<file path="src/rtl/lone_char_detect.sv">
module lone_char_detect #(
  parameter int CHAR_BITS  = 10,
  parameter int IDLE_CHARS = 2,
  parameter int DEADLINE   = 15,
  parameter int MW         = 3
) (
  input  logic          clk,
  input  logic          rst_n,
  input  logic          rx_line,
  input  logic          bit_tick,
  input  logic [MW-1:0] margin_ticks,
  input  logic          flag_clr,
  output logic          single_flag
);
  localparam int IDLE_LIMIT = IDLE_CHARS * CHAR_BITS;
  localparam int IW         = $clog2(IDLE_LIMIT + 1);
  localparam int TW         = $clog2(DEADLINE + 1);
  localparam int MAX_MARGIN = DEADLINE - CHAR_BITS;

  typedef enum logic [1:0] {S_WAIT = 2'd0, S_ARMED = 2'd1, S_TIME = 2'd2} st_t;

  st_t           state;
  logic [2:0]    sync;
  logic [IW-1:0] idle_cnt;
  logic [TW-1:0] timer;
  logic [TW-1:0] lim;
  logic [TW-1:0] eff_lim;
  logic          rx_s;
  logic          fall;
  logic          expire;
  logic          set_flag;

  assign rx_s     = sync[1];
  assign fall     = sync[2] & ~sync[1];
  assign eff_lim  = (int'(margin_ticks) > MAX_MARGIN) ? TW'(DEADLINE)
                                                      : TW'(CHAR_BITS + int'(margin_ticks));
  assign expire   = (state == S_TIME) && bit_tick && (timer == lim - TW'(1));
  assign set_flag = expire && rx_s;

  always_ff @(posedge clk or negedge rst_n) begin
    if (!rst_n) sync <= '1;
    else        sync <= {sync[1:0], rx_line};
  end

  always_ff @(posedge clk or negedge rst_n) begin
    if (!rst_n) begin
      state    <= S_WAIT;
      idle_cnt <= '0;
      timer    <= '0;
      lim      <= TW'(CHAR_BITS);
    end else begin
      case (state)
        S_WAIT: begin
          if (!rx_s) idle_cnt <= '0;
          else if (bit_tick) begin
            if (idle_cnt == IW'(IDLE_LIMIT - 1)) begin
              state    <= S_ARMED;
              idle_cnt <= '0;
            end else begin
              idle_cnt <= idle_cnt + IW'(1);
            end
          end
        end
        S_ARMED: begin
          if (fall) begin
            state <= S_TIME;
            timer <= '0;
            lim   <= eff_lim;
          end
        end
        S_TIME: begin
          if (expire) begin
            state    <= S_WAIT;
            idle_cnt <= '0;
          end else if (bit_tick) begin
            timer <= timer + TW'(1);
          end
        end
        default: state <= S_WAIT;
      endcase
    end
  end

  always_ff @(posedge clk or negedge rst_n) begin
    if (!rst_n) single_flag <= 1'b0;
    else        single_flag <= set_flag | (single_flag & ~flag_clr);
  end
endmodule

</file>
<file path="config.mk">
export PLATFORM = sky130hd
export DESIGN_NAME = lone_char_detect
export DESIGN_NICKNAME = d
export VERILOG_FILES = /design/src/rtl/lone_char_detect.sv
export SDC_FILE = /design/constraint.sdc
export NUM_CORES = 1
export LEC_CHECK = 0
export BUFFER_PORTS_ARGS = -buffer_cell sky130_fd_sc_hd__buf_2
export CORE_MARGIN = 1
export CORE_UTILIZATION = 62
export DETAILED_ROUTE_END_ITERATION = 8
export GPL_TIMING_DRIVEN = 0
export PLACE_DENSITY = 0.82
export SLEW_MARGIN = 20
export SYNTH_ARGS = -nofsm -noshare
export SYNTH_HDL_FRONTEND = slang
export SYNTH_SLANG_ARGS = --single-unit
</file>
<file path="constraint.sdc">
create_clock -name clk -period 3.2 [get_ports clk]
set_clock_uncertainty 0.05 [all_clocks]
set_input_delay 0.32 -clock clk [delete_from_list [all_inputs] [get_ports clk]]
set_output_delay 0.32 -clock clk [all_outputs]
set_load 0.01 [all_outputs]
</file>
Yosys cells after proc, flatten, opt, wreduce, memory -nomap -nowiden
Index checks and enable logic that the tools add are counted.

storage, ports and cells
  flip-flop bits (word level) = 19
  latch bits = 0
  RAM bits = 0
  ROM bits = 0
  logic and storage cells = 54
  memories kept = 0

cells by class
  $add $sub $neg = 4
  $mul = 0
  div/mod/pow operators = 0
  order comparisons = 1
  equality and inequality tests = 12
  shifts and indexed selects = 0
  muxes and demuxes = 16
  bitwise operators = 5
  reductions and logical operators = 10

operators by type and width
  operator             count
  $mux 5               4
  $mux 4               4
  $ne 2x2->1 const B   7
  $mux 2               5
  $pmux 5 s2           1
  $pmux 4 s2           1
  $pmux 2 s3           1
  $add 5x1->5 const B  1
  $eq 5x5->1 const B   1
  $reduce_and 5->1     1
  $add 4x1->4 const B  1
  $add 4x3->4 const A  1
  $eq 4x4->1           1
  $reduce_and 4->1     1
  $reduce_bool 2->1    2
  $sub 4x1->4 const B  1
  $gt 3x3->1 const B   1
  $logic_and 1x1->1    3
  $ne 3x3->1 const B   1
  $reduce_and 3->1     1
  $and 1x1->1          2
  $eq 2x1->1 const B   1
  $eq 2x2->1 const B   1
  $logic_not 2->1      1
  3 further kinds      4

Depth between registers and ports, before layout
  depth in word-level cells = 5
  mapped depth = 6

Least setup slack after synthesis
No wires, ideal clock.

  path kind = flip-flop to flip-flop
  start point = register lim[1]
  end point = register timer[2]
  arrival = 1.725 ns
  data required time = 3.081 ns
  setup slack = 1.356 ns
  cell stages (with the launch flop) = 7
  clock period less this slack = 1.844 ns
  cell sequence = dfstp_2 > inv_1 > ha_1 > xor2_1 > nand2_1 > or4_1 > nand3_1

on the way
  cells in the longest elaborated chain, start to end = 5

ends and longest elaborated chain
  element                     RTL line  text
  from (decl)                 26        logic [TW-1:0] lim;
  from (signal assigned)      50        lim <= TW'(CHAR_BITS);
  from (signal assigned)      68        lim <= eff_lim;
  $sub 4x1->4                 37        assign expire = (state == S_TIME) && bit_tick && (timer == lim - TW'(1));
  $eq 4x4->1                  37
  $logic_and 1x1->1           37
  $ne 2x2->1 (no line)        --
  $reduce_and 4->1 (no line)  --
  to (signal assigned)        76        timer <= timer + TW'(1);
  to (decl)                   25        logic [TW-1:0] timer;

No other way between the ends.
A chain may end at the register's enable or synchronous reset.

Worst setup path after layout
  start point = register lim[1]
  end point = register idle_cnt[4]

on the way
  cells in the longest elaborated chain, start to end = 5

ends and longest elaborated chain
  element                     RTL line  text
  $sub 4x1->4                 37
  $eq 4x4->1                  37
  $logic_and 1x1->1           37
  $ne 2x2->1 (no line)        --
  $reduce_and 3->1 (no line)  --
  to (signal assigned)        60        idle_cnt <= idle_cnt + IW'(1);
  to (decl)                   24        logic [IW-1:0] idle_cnt;

No other way between the ends.

==> results.yml <==
logic_synthesis:
  synth_top_family_by_area: "simple AND/OR/NAND/NOR gates"
  ys_warn_count: 0
  syn-instance-count: 116
  top_reg_cell_synth: "dfrtp_1"
  synth_async_sr_flop_share_pct: 100
  number_of_enable_type_register_cells_in_the_synthesized_netlist: 0
  yosysSeqAreaShare_pct: 42.2
  yosys.cell_types.count: 43
  simple_gate_share_of_the_synthesized_area_pct: 24.2
  syn-cell-area_mm2: 0.00114
  synth_area_per_cell_um2: 9.85
  muxShareOfSynthArea_pct: 0.876
  synth-compound-area-share_pct: 17.1
  synth_xor_xnor_area_share_pct: 6.57
  synthAdderAreaFrac_pct: 5.48
  synthesis.nets: 129
  ys_ff_latch: 19
min_path:
  holdCritPathClass: "input port to flip-flop"
cts:
  clock_sink_count: 19
  postCtsResizedCells: 0
  ctsRootBufferMaster: "clkbuf_4"
  clkLatencyLatePin_ns: 0.29
  clk_pin_slew_ns: 0.11
  clock_tree.htree_level_count: 1
  clock_tree.buffer_depth: 2
  tritoncts_clock_tree: "done"
  number_of_buffers_created_by_cts: 3
timing:
  layout_worst_path_cycle_share_pct: 64.6
  hold_violations: 0
  drv_slew: 0
  setup-violations-final: 0
  relSlewSlack_pct: 68.3
  timing.setup.tns_ns: 0
  grt_setup_unrepaired: "false"
  slew_of_the_pin_with_the_lowest_slew_margin_ns: 0.472
  maximum_clock_rate_mhz: 484
  final_hold_slack_ns: 0.0666
  post-route-min-period_ns: 2.07
critical_path:
  buffering_stage_count_on_the_worst_path_with_inverters_included: 1
  path_delay_family: "simple AND/OR/NAND/NOR gates"
  critical_path.max_stage_delay_ns: 0.56
  worst-setup-path-type: "flip-flop to flip-flop"
  slowest_stage: "dfstp_2"
  critical_path.startpoint_type: "flip-flop"
  crit_path_cell_trace: "inv_1 -> ha_1 -> xor2_1 -> nand2_1 -> nor4_4 -> o32ai_1"
  critical_path.max_fanout: 8
  cp_data_required_time_ns: 3.31
  timing.critical_path.arrival_ns: 2.17
  critical_path.endpoint_type: "flip-flop"
pwr:
  power.internal_uw: 464
  power.switching_uw: 302
  p_leak_uw: 0.000569
  cellPowerDensity_mw_per_mm2: 613
  power.combinational.fraction_pct: 38.6
  peakVddDrop_mv: 0.398
  sw_share_pct: 39.4
  share_seq_of_total_power_pct: 46.0
  clock_power_share_pct: 15.4
die:
  floorplan.core_area_mm2: 0.00173
  initial_utilization_pct: 66.2
  floorplan.io_pins: 9
  die_area_mm2: 0.00202
  die_y_um: 44.9
  placement_rows: 15
  floorplan_die_width_um: 44.9
layout:
  diodes: 0
  final_layout_size_suffix_gt1_share_pct: 17.1
  layout-area-overhead-vs-synth_pct: 9.53
  fillers: 122
  fin_nets: 143
routing:
  post-route-drc-count: 0
  detailroute.via_count: 914
  antenna_left: 0
  vias_per_cell: 5.94
  drt-pass1-iter-count: 4
  total_length_of_routed_wires_mm: 2.07
  post_drt_wl_per_cell_um: 13.4
  first_iter_violations: 11
placed_design:
  place_hpwl_mm: 1.59
  io_buffer_count: 8
  gp_congestion: 0.856
global_route:
  overflow: 0
  number_of_global_route_vias_before_repair: 869
  antenna_violations_before_repair: 0
  grt_first_pass_wirelength_mm: 3.77
  grt_usage_pct: 25.2
  grt_start_max_net_pins: 20
run:
  max-cap-violations: 0
outcome:
  status: "finished, final reports clean"
## Yosys cell counts, types with 2 or more instances
cell,count,area [um^2]
o21ai_1,3,15.0
a21oi_1,4,20.0
nand3b_1,2,15.0
nor3b_1,3,22.5
nor4bb_1,2,20.0
xnor2_2,3,48.8
dfstp_2,5,131
o22ai_1,2,12.5
nand3_1,6,30.0
ha_1,5,62.6
xor2_1,2,17.5
dfrtp_1,14,350
nor3_1,2,10.0
and3_1,2,12.5
a31oi_1,2,12.5
nand2b_1,3,18.8
nand2_1,9,33.8
inv_1,10,37.5
nor2_1,5,18.8
or4_1,2,15.0
o21ai_0,8,40.0
## cell families after synthesis
family / Yosys count
AOI/OAI and AO/OA: 30
xor gates and xnor gates: 6
adders and majority gates: 5
buffers and inverters: 11
DFF: 19
muxes: 1
and+or+nand+nor: 44
## worst paths after layout
check	startpoint	endpoint	slack, ns	cells after the start
hold / removal	rx_line	sync[0]	0.07	1
setup reg to reg	lim[1]	idle_cnt[4]	1.13	6
hold reg to reg	sync[0]	sync[1]	0.31	0
min in group asynchronous	rst_n	idle_cnt[4]	0.43	2
setup / recovery	lim[1]	idle_cnt[4]	1.13	6
max in group asynchronous	rst_n	sync[2]	2.33	2
## timing repair
action | in CTS | in global routing
setup buffers | 0 | 0
endpoints found under the hold margin | 14 | 0
hold buffers | 1 | 0
## metrics by stage
stage / instances / total power [uW] / cell area (um^2) / setup WS (ns) / utilization [%]
floorplan: 116 / 580 / 1140 / 1.36 / -
global route: 154 / 834 / 1250 / 1.01 / 72.5
finish: 154 / 767 / 1250 / 1.13 / 72.5
global placement: 149 / 636 / 1210 / 1.21 / 70.3
detailed placement: 149 / 653 / 1210 / 1.16 / 70.3
CTS: 154 / 772 / 1250 / 1.13 / 72.5
## worst register-to-register path, delay by kind of cell, from the launching register on
| family | cells | cell delay, ns |
|---|---|---|
| xor gates and xnor gates | 1 | 0.16 |
| buffers and inverters | 1 | 0.04 |
| adders and majority gates | 1 | 0.29 |
| DFF | 1 | 0.56 |
| and+or+nand+nor | 2 | 0.68 |
| AOI/OAI and AO/OA | 1 | 0.15 |
## registers in the layout (all words and copies together) (netlist names)
register,flops
sync,3
single_flag,1
state,2
idle_cnt,5
lim,4
timer,4
## power groups by stage
stage               Sequential, uW  Combinational (uW)  Clock, uW
floorplan                      342                 239          0
global placement               354                 282          0
detailed placement             357                 296          0
CTS                            352                 298        122
global route                   361                 337        136
finish                         353                 296        118
## routing by layer
layer / vias to the layer above / global-route usage (%) / part of all wire [%]
met5: - / 0 / 0
met4: 0 / 7.88 / 1.0
met3: 2 / 4.00 / 3.2
met2: 18 / 40.3 / 47
met1: 438 / 35.3 / 49
li1: 456 / - / -
## cells in the final DEF, fill, tap and decap left out, types with 2 or more instances in the layout
master	netlist	routed
dfrtp_1	14	14
inv_1	10	10
nand2_1	9	9
o21ai_0	8	8
buf_2	0	8
nand3_1	6	6
nor2_1	5	5
ha_1	5	5
dfstp_2	5	5
a21oi_1	4	4
xnor2_2	3	3
nand2b_1	3	3
nor3b_1	3	3
o21ai_1	3	3
clkbuf_4	0	3
nand3b_1	2	2
xor2_1	2	2
nor3_1	2	2
or4_1	2	2
nor4bb_1	2	2
and3_1	2	2
a31oi_1	2	2
o22ai_1	2	2
## layout make-up
class	count	area, um^2	share of cell area (%)
Timing Repair Buffer	9	50.0	4.00
Clock buffer	3	22.5	1.80
Sequential cell	19	482	38.5
Inverter	10	37.5	3.00
Buffer	1	3.75	0.300
Clock inverter	1	5.00	0.400
Tap cell	25	31.3	2.50
Multi-Input combinational cell	86	619	49.5
(Power assumes the default switching activity.)
